--- src/rtl/can_bit_timer.sv ---
module can_bit_timer #(
  parameter int BRP_W = 6,
  parameter int SJW_W = 2,
  parameter int TS1_W = 4,
  parameter int TS2_W = 3
) (
  input  logic                 clk,
  input  logic                 rst_n,
  input  logic                 reset_mode,
  input  logic                 cfg_wr_en,
  input  logic                 cfg_wr_sel,
  input  logic [TS1_W+TS2_W:0] cfg_wr_data,
  input  logic                 rx_in,
  input  logic                 tx_dominant,
  output logic [TS1_W+TS2_W:0] cfg_t0,
  output logic [TS1_W+TS2_W:0] cfg_t1,
  output logic                 tq_en,
  output logic                 sample_stb,
  output logic                 rx_bit,
  output logic                 bit_stb,
  output logic [1:0]           seg
);
  localparam int RW = TS1_W + TS2_W + 1;
  localparam int PW = BRP_W + 1;
  localparam int QW = ((TS1_W > TS2_W) ? TS1_W : TS2_W) + 2;
  localparam logic [1:0] SEG_SYNC = 2'd0;
  localparam logic [1:0] SEG_PRE  = 2'd1;
  localparam logic [1:0] SEG_POST = 2'd2;

  logic [RW-1:0] t0_q, t1_q;
  logic [PW-1:0] pcnt;
  logic [QW-1:0] qcnt, ext, shr;
  logic [1:0]    seg_q, hist;
  logic          idle, resynced, rx_prev, samp_q, bit_q, rxb_q;

  wire [BRP_W-1:0] brpf   = t0_q[BRP_W-1:0];
  wire [SJW_W-1:0] sjwf   = t0_q[BRP_W +: SJW_W];
  wire [TS1_W-1:0] t1f    = t1_q[TS1_W-1:0];
  wire [TS2_W-1:0] t2f    = t1_q[TS1_W +: TS2_W];
  wire             triple = t1_q[RW-1];

  wire [PW-1:0] tq_last = {brpf, 1'b1};
  wire [QW-1:0] sjw     = QW'(sjwf) + QW'(1);
  wire [QW-1:0] t1n     = QW'(t1f) + QW'(1);
  wire [QW-1:0] t2n     = QW'(t2f) + QW'(1);
  wire [QW-1:0] qnext   = qcnt + QW'(1);

  wire tq_end    = (pcnt == tq_last);
  wire fall      = rx_prev & ~rx_in;
  wire hard      = idle & ~reset_mode & fall;
  wire rs_ok     = fall & ~idle & ~reset_mode & ~resynced & ~tx_dominant;
  wire len_now   = rs_ok & (seg_q == SEG_PRE);
  wire short_now = rs_ok & (seg_q == SEG_POST);

  wire [QW-1:0] err_post = t2n - qcnt;
  wire          restart  = short_now & (err_post <= sjw);
  wire [QW-1:0] ext_w    = len_now ? ((qnext < sjw) ? qnext : sjw) : ext;
  wire [QW-1:0] shr_w    = (short_now & ~restart) ? sjw : shr;
  wire [QW-1:0] pre_len  = t1n + ext_w;
  wire [QW-1:0] post_len = t2n - shr_w;

  wire maj  = (hist[1] & hist[0]) | (hist[1] & rx_in) | (hist[0] & rx_in);
  wire vote = triple ? maj : rx_in;

  always_ff @(posedge clk or negedge rst_n) begin
    if (!rst_n) begin
      t0_q <= '0;
      t1_q <= '0;
    end else if (cfg_wr_en && reset_mode) begin
      if (cfg_wr_sel) t1_q <= cfg_wr_data;
      else            t0_q <= cfg_wr_data;
    end
  end

  always_ff @(posedge clk or negedge rst_n) begin
    if (!rst_n) rx_prev <= 1'b1;
    else        rx_prev <= rx_in;
  end

  always_ff @(posedge clk or negedge rst_n) begin
    if (!rst_n) begin
      pcnt     <= '0;
      qcnt     <= '0;
      ext      <= '0;
      shr      <= '0;
      seg_q    <= SEG_SYNC;
      hist     <= '0;
      idle     <= 1'b1;
      resynced <= 1'b0;
      samp_q   <= 1'b0;
      bit_q    <= 1'b0;
      rxb_q    <= 1'b1;
    end else begin
      samp_q <= 1'b0;
      bit_q  <= 1'b0;
      if (reset_mode) begin
        pcnt     <= '0;
        qcnt     <= '0;
        ext      <= '0;
        shr      <= '0;
        seg_q    <= SEG_SYNC;
        idle     <= 1'b1;
        resynced <= 1'b0;
      end else if (hard || restart) begin
        pcnt     <= '0;
        qcnt     <= '0;
        ext      <= '0;
        shr      <= '0;
        seg_q    <= SEG_SYNC;
        idle     <= 1'b0;
        resynced <= 1'b0;
        bit_q    <= 1'b1;
      end else if (!idle) begin
        pcnt <= tq_end ? '0 : pcnt + PW'(1);
        ext  <= ext_w;
        shr  <= shr_w;
        if (len_now || short_now) resynced <= 1'b1;
        if (tq_end) begin
          hist <= {hist[0], rx_in};
          case (seg_q)
            SEG_SYNC: begin
              seg_q <= SEG_PRE;
              qcnt  <= '0;
            end
            SEG_PRE: begin
              if (qnext >= pre_len) begin
                seg_q  <= SEG_POST;
                qcnt   <= '0;
                samp_q <= 1'b1;
                rxb_q  <= vote;
              end else begin
                qcnt <= qnext;
              end
            end
            default: begin
              if (qnext >= post_len) begin
                seg_q    <= SEG_SYNC;
                qcnt     <= '0;
                ext      <= '0;
                shr      <= '0;
                resynced <= 1'b0;
                bit_q    <= 1'b1;
              end else begin
                qcnt <= qnext;
              end
            end
          endcase
        end
      end
    end
  end

  assign cfg_t0     = t0_q;
  assign cfg_t1     = t1_q;
  assign tq_en      = tq_end & ~idle & ~reset_mode;
  assign sample_stb = samp_q;
  assign rx_bit     = rxb_q;
  assign bit_stb    = bit_q;
  assign seg        = seg_q;
endmodule


--- config.mk ---
export PLATFORM = sky130hd
export DESIGN_NAME = can_bit_timer
export DESIGN_NICKNAME = d
export VERILOG_FILES = /design/src/rtl/can_bit_timer.sv
export SDC_FILE = /design/constraint.sdc
export NUM_CORES = 1
export LEC_CHECK = 0
export BUFFER_PORTS_ARGS = -buffer_cell sky130_fd_sc_hd__buf_4
export CAP_MARGIN = 30
export CORE_MARGIN = 2
export CORE_UTILIZATION = 45
export DETAILED_ROUTE_END_ITERATION = 8
export GPL_ROUTABILITY_DRIVEN = 0
export GPL_TIMING_DRIVEN = 0
export PLACE_DENSITY = 0.65
export SYNTH_ARGS = -nofsm -noshare
export SYNTH_HDL_FRONTEND = slang
export SYNTH_SLANG_ARGS = --single-unit
--- constraint.sdc ---
create_clock -name clk -period 5.9 [get_ports clk]
set_clock_uncertainty 0.2 [all_clocks]
set_input_delay 0.885 -clock clk [delete_from_list [all_inputs] [get_ports clk]]
set_output_delay 0.885 -clock clk [all_outputs]
set_load 0.05 [all_outputs]
==> flow_summary.json, run 1 <==
{
  "status": "completed",
  "cp_top_family": "adder cells",
  "diodes": 0,
  "via_per_inst": 5.61,
  "pin_count": 37,
  "finalWirelength_mm": 8.41,
  "instances_no_fill": 507,
  "cts_root_buffer": "clkbuf_8",
  "io_buffers": 35,
  "crit_buf_inv": 2,
  "end_kind": "flip-flop",
  "hold_viol_final": 0,
  "crit_type": "flip-flop to flip-flop",
  "layout-drive-gt1-share": 0.262,
  "seq_area_frac_synth": 0.363,
  "synth.net_count": 410,
  "arrival_ns": 5.56,
  "p_int_w": 0.000644,
  "layout_commonest_cell": "dfrtp_1",
  "power_leakage_nw": 1.82,
  "worstPathMaxFanout": 10,
  "whs_ns": 0.323,
  "total_power_w": 0.00108,
  "drt_iter0_drc": 124,
  "worst_pin_slew_ns": 0.743,
  "dp_cells": 496,
  "first_global_vias": 2859,
  "core_mm2": 0.00765,
  "seqPwrFrac": 0.372,
  "synth_flop_cell": "dfrtp_1",
  "slowest_stage": "dfrtp_2",
  "mostFrequentLayoutCells": "46 x dfrtp_1, 38 x buf_4, 32 x ha_1, 30 x nand2_1, 23 x inv_1",
  "clock_latency_ns": 0.32,
  "remaining_drc_errors": 0,
  "cts_buffer_depth": 2,
  "cts_hold_repair.buffers": 0,
  "synthArstFlopShare": 1.00,
  "hold_path_class": "flip-flop to flip-flop",
  "grt_first_pass_wirelength_mm": 14.4,
  "setup_tns_ns": 0,
  "fmax_ghz": 0.181,
  "max_cap_viol_count": 0,
  "ir_drop_uv": 174,
  "cp-start-kind": "flip-flop",
  "initial_core_util": 0.462,
  "slew_headroom": 0.501,
  "grt_antenna_before_repair": 0,
  "grt_max_degree": 52,
  "die_y_um": 92.6,
  "fin_crit_sh": 0.935,
  "first_pass_iters": 4,
  "path_clk_slew_ns": 0.10,
  "synthCells": 359,
  "period_minus_slack_ns": 5.52,
  "p_comb_frac": 0.422,
  "postLayoutCellArea_mm2": 0.00408,
  "netSwitchingFraction": 0.402,
  "final_nets": 455,
  "synth_edf_count": 0,
  "powerDensity_mw_per_mm2": 264,
  "wl_per_cell_um": 16.6,
  "vias": 2846,
  "hpwl_mm": 6.33,
  "rows": 32,
  "required_ns": 5.94,
  "critPathMostFrequentCell": "ha_1",
  "synthToLayoutAreaGrowth_pct": 15.6,
  "dieArea_mm2": 0.00857,
  "ys_ff_latch": 51,
  "grt_overflow_total": 0,
  "grtUsageTotal": 0.212,
  "die_x_um": 92.6,
  "finalMaxSlewViolations": 0,
  "cp_slowest_stage_delay_ns": 0.48,
  "rsz0062_at_grt": "false",
  "placed_cell_area_mm2": 0.00392,
  "ant_nets": 0,
  "syn_area_mm2": 0.00353,
  "ys_types": 54,
  "syn_avg_cell_area_um2": 9.83,
  "clkPwrFrac": 0.206,
  "yosysWarningCount": 0,
  "htree_levels": 2,
  "tritoncts": "yes",
  "cts_buffers": 5,
  "p_switching_w": 0.000434,
  "cts.sinks": 51,
  "r2r_setup_slack_ns": 0.38,
  "setup_violations": 0
}
-- worst reg2reg max path, delay by kind of cell, from the launching register on --
family / cells / cell delay (ns)
fa+ha+maj: 6 / 1.71
compound gates: 9 / 1.44
simple gates: 5 / 0.68
xor+xnor: 3 / 0.60
flops: 1 / 0.48
buf+inv: 2 / 0.31
-- cells in the mapped netlist, types with 6 or more instances --
library cell,n,share of area
dfrtp_1,48,0.34
xnor2_1,14,0.035
nor3_1,7,0.0099
clkbuf_1,7,0.0074
a21o_1,8,0.017
nand2_1,30,0.032
nor2_1,10,0.011
a21oi_1,21,0.030
a21oi_2,9,0.022
ha_1,33,0.12
nand3_1,15,0.021
xor2_1,6,0.015
nor2b_1,6,0.011
and3_1,8,0.014
mux2_2,19,0.061
inv_1,23,0.024
o21ai_0,23,0.033
-- per-layer routing --
| metal | vias to the layer above | track usage | wire length [µm] |
|---|---|---|---|
| met3 | 9 | 0.0220 | 296 |
| li1 | 1382 | - | - |
| met2 | 63 | 0.349 | 4080 |
| met1 | 1392 | 0.300 | 3890 |
| met5 | - | 0 | 0 |
| met4 | 0 | 0.0547 | 140 |
-- registers in the layout (all words and copies together), names as in the netlist --
signal and cells:
qcnt 6, hist 2, bit_stb 1, cfg_t1 8, shr 6, rx_bit 1, resynced 1, cfg_t0 8
pcnt 7, idle 1, ext 6, rx_prev 1, seg 2, sample_stb 1
-- worst paths after layout --
kind | startpoint | to | cells after the start
min in group asynchronous | rst_n | hist[0] | 1
hold / removal | ext[3] | ext[3] | 1
max in group asynchronous | rst_n | cfg_t1[4] | 1
setup / recovery | cfg_t1[4] | ext[0] | 25
hold reg to reg | ext[3] | ext[3] | 1
setup reg to reg | cfg_t1[4] | ext[0] | 25
-- repair_timing --
action | in CTS | in global routing
pin swaps | 1 | 1
resized for setup | 4 | 13
endpoints found under the setup margin | 22 | 22
setup buffers | 2 | 1
-- per-stage QoR --
step	utilization	setup WS, ns
after floorplan	-	0.397
final	0.533	0.382
after detailed placement	0.513	-0.429
after CTS	0.528	0.0158
after global routing	0.533	0.0273
after global placement	0.513	-0.206
-- power groups by stage --
stage / Sequential, W / Combinational [W] / Clock (W)
final: 0.000401 / 0.000455 / 0.000222
after global placement: 0.000407 / 0.000410 / 0
after floorplan: 0.000474 / 0.000240 / 0
after detailed placement: 0.000407 / 0.000424 / 0
after global routing: 0.000406 / 0.000497 / 0.000243
after CTS: 0.000401 / 0.000444 / 0.000229
-- layout make-up --
class                   count  area, µm²
clock inverters             3       27.5
flip-flops and latches     51       1280
well taps                 102        128
clock buffers               5       68.8
repair buffers             38        285
inverters                  23       86.3
plain buffers              12       86.3
multi-input cells         273       2110
fillers                   706       3570
-- cell families after synthesis --
kind of cell,Yosys count,share of synthesized area
multiplexers,22,0.0691
adder cells (fa/ha/maj),36,0.134
flip-flops,51,0.363
buffers and inverters,35,0.0468
AO/OA/AOI/OAI,84,0.164
XOR/XNOR,20,0.0496
AND/OR/NAND/NOR,111,0.174
(Power assumes the default switching activity.)
==> run 2, diff against run 1 <==
--- a/config.mk
+++ b/config.mk
@@ -8,11 +8,11 @@
 export BUFFER_PORTS_ARGS = -buffer_cell sky130_fd_sc_hd__buf_4
 export CAP_MARGIN = 30
 export CORE_MARGIN = 2
-export CORE_UTILIZATION = 45
+export CORE_UTILIZATION = 55
 export DETAILED_ROUTE_END_ITERATION = 8
 export GPL_ROUTABILITY_DRIVEN = 0
 export GPL_TIMING_DRIVEN = 0
-export PLACE_DENSITY = 0.65
+export PLACE_DENSITY = 0.76
 export SYNTH_ARGS = -nofsm -noshare
 export SYNTH_HDL_FRONTEND = slang
 export SYNTH_SLANG_ARGS = --single-unit
==> constraint.sdc (replaced) <==
create_clock -name clk -period 5.2 [get_ports clk]
set_clock_uncertainty 0.2 [all_clocks]
set_input_delay 0.78 -clock clk [delete_from_list [all_inputs] [get_ports clk]]
set_output_delay 0.78 -clock clk [all_outputs]
set_load 0.05 [all_outputs]
==> run 2 against run 1 <==
- the run now ends with negative setup slack left
- via count increased by 5.9%
- critical path type unchanged
- cell area increased by 10%
- critical endpoint is now seg[0]
- largest power group unchanged
- final cell count is 2.0% lower
- register-to-register slack lost 0.41 ns
- sequential cell count did not move
- routed wire length up 7.7%
- sequential share of layout area decreased by 2.8 points
- largest cell class unchanged
- combinational power increased by 40%
==> flow_summary.json, run 2 (same netlist as run 1, synthesis figures left out) <==
{
  "status": "finished with violations",
  "violations": "negative setup slack",
  "arrival_ns": 5.27,
  "hold_path_class": "input port to asynchronous set/reset pin",
  "die_y_um": 84.1,
  "first_pass_iters": 5,
  "critical_path_depth": 22,
  "fmax_ghz": 0.191,
  "grt_max_degree": 52,
  "cp-start-kind": "flip-flop",
  "fill_cells": 447,
  "clock_latency_ns": 0.31,
  "die_x_um": 84.1,
  "grt_first_pass_wirelength_mm": 13.7,
  "rsz0062_at_grt": "true",
  "grt_antenna_before_repair": 0,
  "max_cap_viol_count": 0,
  "cts_root_buffer": "clkbuf_8",
  "finalMaxSlewViolations": 0,
  "first_global_vias": 2776,
  "p_int_w": 0.000899,
  "initial_core_util": 0.562,
  "io_buffers": 35,
  "hold_viol_final": 0,
  "r2r_setup_slack_ns": -0.03,
  "worstPathMaxFanout": 7,
  "htree_levels": 2,
  "remaining_drc_errors": 0,
  "dp_cells": 471,
  "cts_buffers": 5,
  "layout_commonest_cell": "buf_4",
  "cp_slowest_stage_delay_ns": 0.48,
  "required_ns": 5.24,
  "ant_nets": 0,
  "slowest_stage": "dfrtp_2",
  "grt_overflow_total": 0,
  "placed_cell_area_mm2": 0.00391,
  "clkPwrFrac": 0.230,
  "p_switching_w": 0.000530,
  "setup_violations": 2,
  "power_leakage_nw": 1.94,
  "multiInputGateArea_mm2": 0.00236,
  "postLayoutCellArea_mm2": 0.00449,
  "crit_buf_inv": 2,
  "worst_pin_slew_ns": 0.820,
  "powerDensity_mw_per_mm2": 318,
  "tritoncts": "yes",
  "fin_crit_sh": 1.01,
  "wl_per_cell_um": 18.2,
  "grtUsageTotal": 0.245,
  "seqPwrFrac": 0.322,
  "layout-drive-gt1-share": 0.379,
  "via_per_inst": 6.06,
  "mostFrequentLayoutCells": "50 x buf_4, 43 x dfrtp_1, 30 x nand2_1, 26 x ha_1, 22 x inv_1",
  "cts_buffer_depth": 2,
  "path_clk_slew_ns": 0.09,
  "critPathMostFrequentCell": "a21oi_2",
  "cts_hold_repair.buffers": 0,
  "pin_count": 37,
  "instances_no_fill": 497,
  "slew_headroom": 0.449,
  "netSwitchingFraction": 0.371,
  "hpwl_mm": 6.04,
  "vias": 3014,
  "dieArea_mm2": 0.00707,
  "end_kind": "flip-flop",
  "finalWirelength_mm": 9.05,
  "core_mm2": 0.00628,
  "period_minus_slack_ns": 5.23,
  "final_nets": 470,
  "reg2reg_depth": 22,
  "timing.final.ws_setup_ns": -0.0268,
  "cp_top_family": "adder cells",
  "path_cells": "ha_4, fa_2, ha_4, nor2b_4, o21ai_2, a32oi_2, a211oi_4, buf_6, nor3_1, a21oi_2, ha_1, inv_1, o21ai_2, a21oi_2, or3_1, o211ai_1, ha_1, nand3_2, o21ai_4, o22ai_4, or4_1, a21oi_2",
  "rows": 29,
  "drt_iter0_drc": 228,
  "ir_drop_uv": 237,
  "diodes": 0,
  "seq_area_mm2": 0.00129,
  "p_comb_frac": 0.447,
  "crit_type": "flip-flop to flip-flop",
  "cts.sinks": 51,
  "synthToLayoutAreaGrowth_pct": 27.1
}
-- run 2: cell types whose count changed in the layout (fill, tap and decap cells not counted), sizes merged --
cell,before,now
bufinv,0,2
inv,25,23
clkbuf,13,12
buf,42,58
-- run 2: cell type report --
class	instances	share of cell area
buffer	12	0.0218
clock buffer	5	0.0153
clock inverter	3	0.0151
inverter	23	0.0192
multi-input combinational	273	0.526
sequential	51	0.287
tap	77	0.0215
timing repair buffer	53	0.0943
-- run 2: worst register-to-register path, cell delays in order (launching register included) --
cell and delay [ns]:
dfrtp_2 0.48, ha_4 0.31, fa_2 0.45, ha_4 0.30, nor2b_4 0.14, o21ai_2 0.07
a32oi_2 0.23, a211oi_4 0.10, buf_6 0.16, nor3_1 0.24, a21oi_2 0.06, ha_1 0.33
inv_1 0.06, o21ai_2 0.14, a21oi_2 0.08, or3_1 0.36, o211ai_1 0.11, ha_1 0.21
nand3_2 0.10, o21ai_4 0.26, o22ai_4 0.13, or4_1 0.44, a21oi_2 0.17
-- run 2: per-layer routing --
metal / wire (µm) / track usage / up-vias
met1: 3990 / 0.337 / 1499
met5: 0 / 0 / -
li1: - / - / 1408
met4: 247 / 0.0806 / 0
met3: 375 / 0.0336 / 21
met2: 4430 / 0.402 / 86
-- run 2: per-stage QoR --
stage               TNS (ns)  total power [W]  hold slack [ns]   util  setup WS [ns]
detailed placement    -14.86         0.000949            0.311  0.622         -0.782
finish               -0.0348          0.00143            0.285  0.715        -0.0268
global route           -2.67          0.00150            0.340  0.715         -0.238
global placement      -13.26         0.000932            0.291  0.622         -0.727
CTS                        0          0.00133            0.310  0.667         0.0213
floorplan                  0         0.000817            0.267      -         0.0217
-- run 2: power groups by stage --
| stage | Combinational (W) | Clock, W | Sequential (W) |
|---|---|---|---|
| after floorplan | 0.000276 | 0 | 0.000540 |
| after global placement | 0.000468 | 0 | 0.000463 |
| after detailed placement | 0.000485 | 0 | 0.000464 |
| after CTS | 0.000542 | 0.000334 | 0.000456 |
| after global routing | 0.000686 | 0.000348 | 0.000464 |
| final | 0.000639 | 0.000329 | 0.000460 |
-- run 2: final timing paths --
check | to | from
max in group asynchronous | cfg_t1[4] | rst_n
max reg2reg | seg[0] | cfg_t1[4]
min reg2reg | ext[3] | ext[3]
min | pcnt[5] | rst_n
max | seg[0] | cfg_t1[4]
min in group clk | ext[3] | ext[3]
-- run 2: timing repair --
item,CTS,global route
pin swaps,2,30
endpoints found under the setup margin,23,24
resized for setup,24,51
cloned,1,1
buffers inserted,8,8
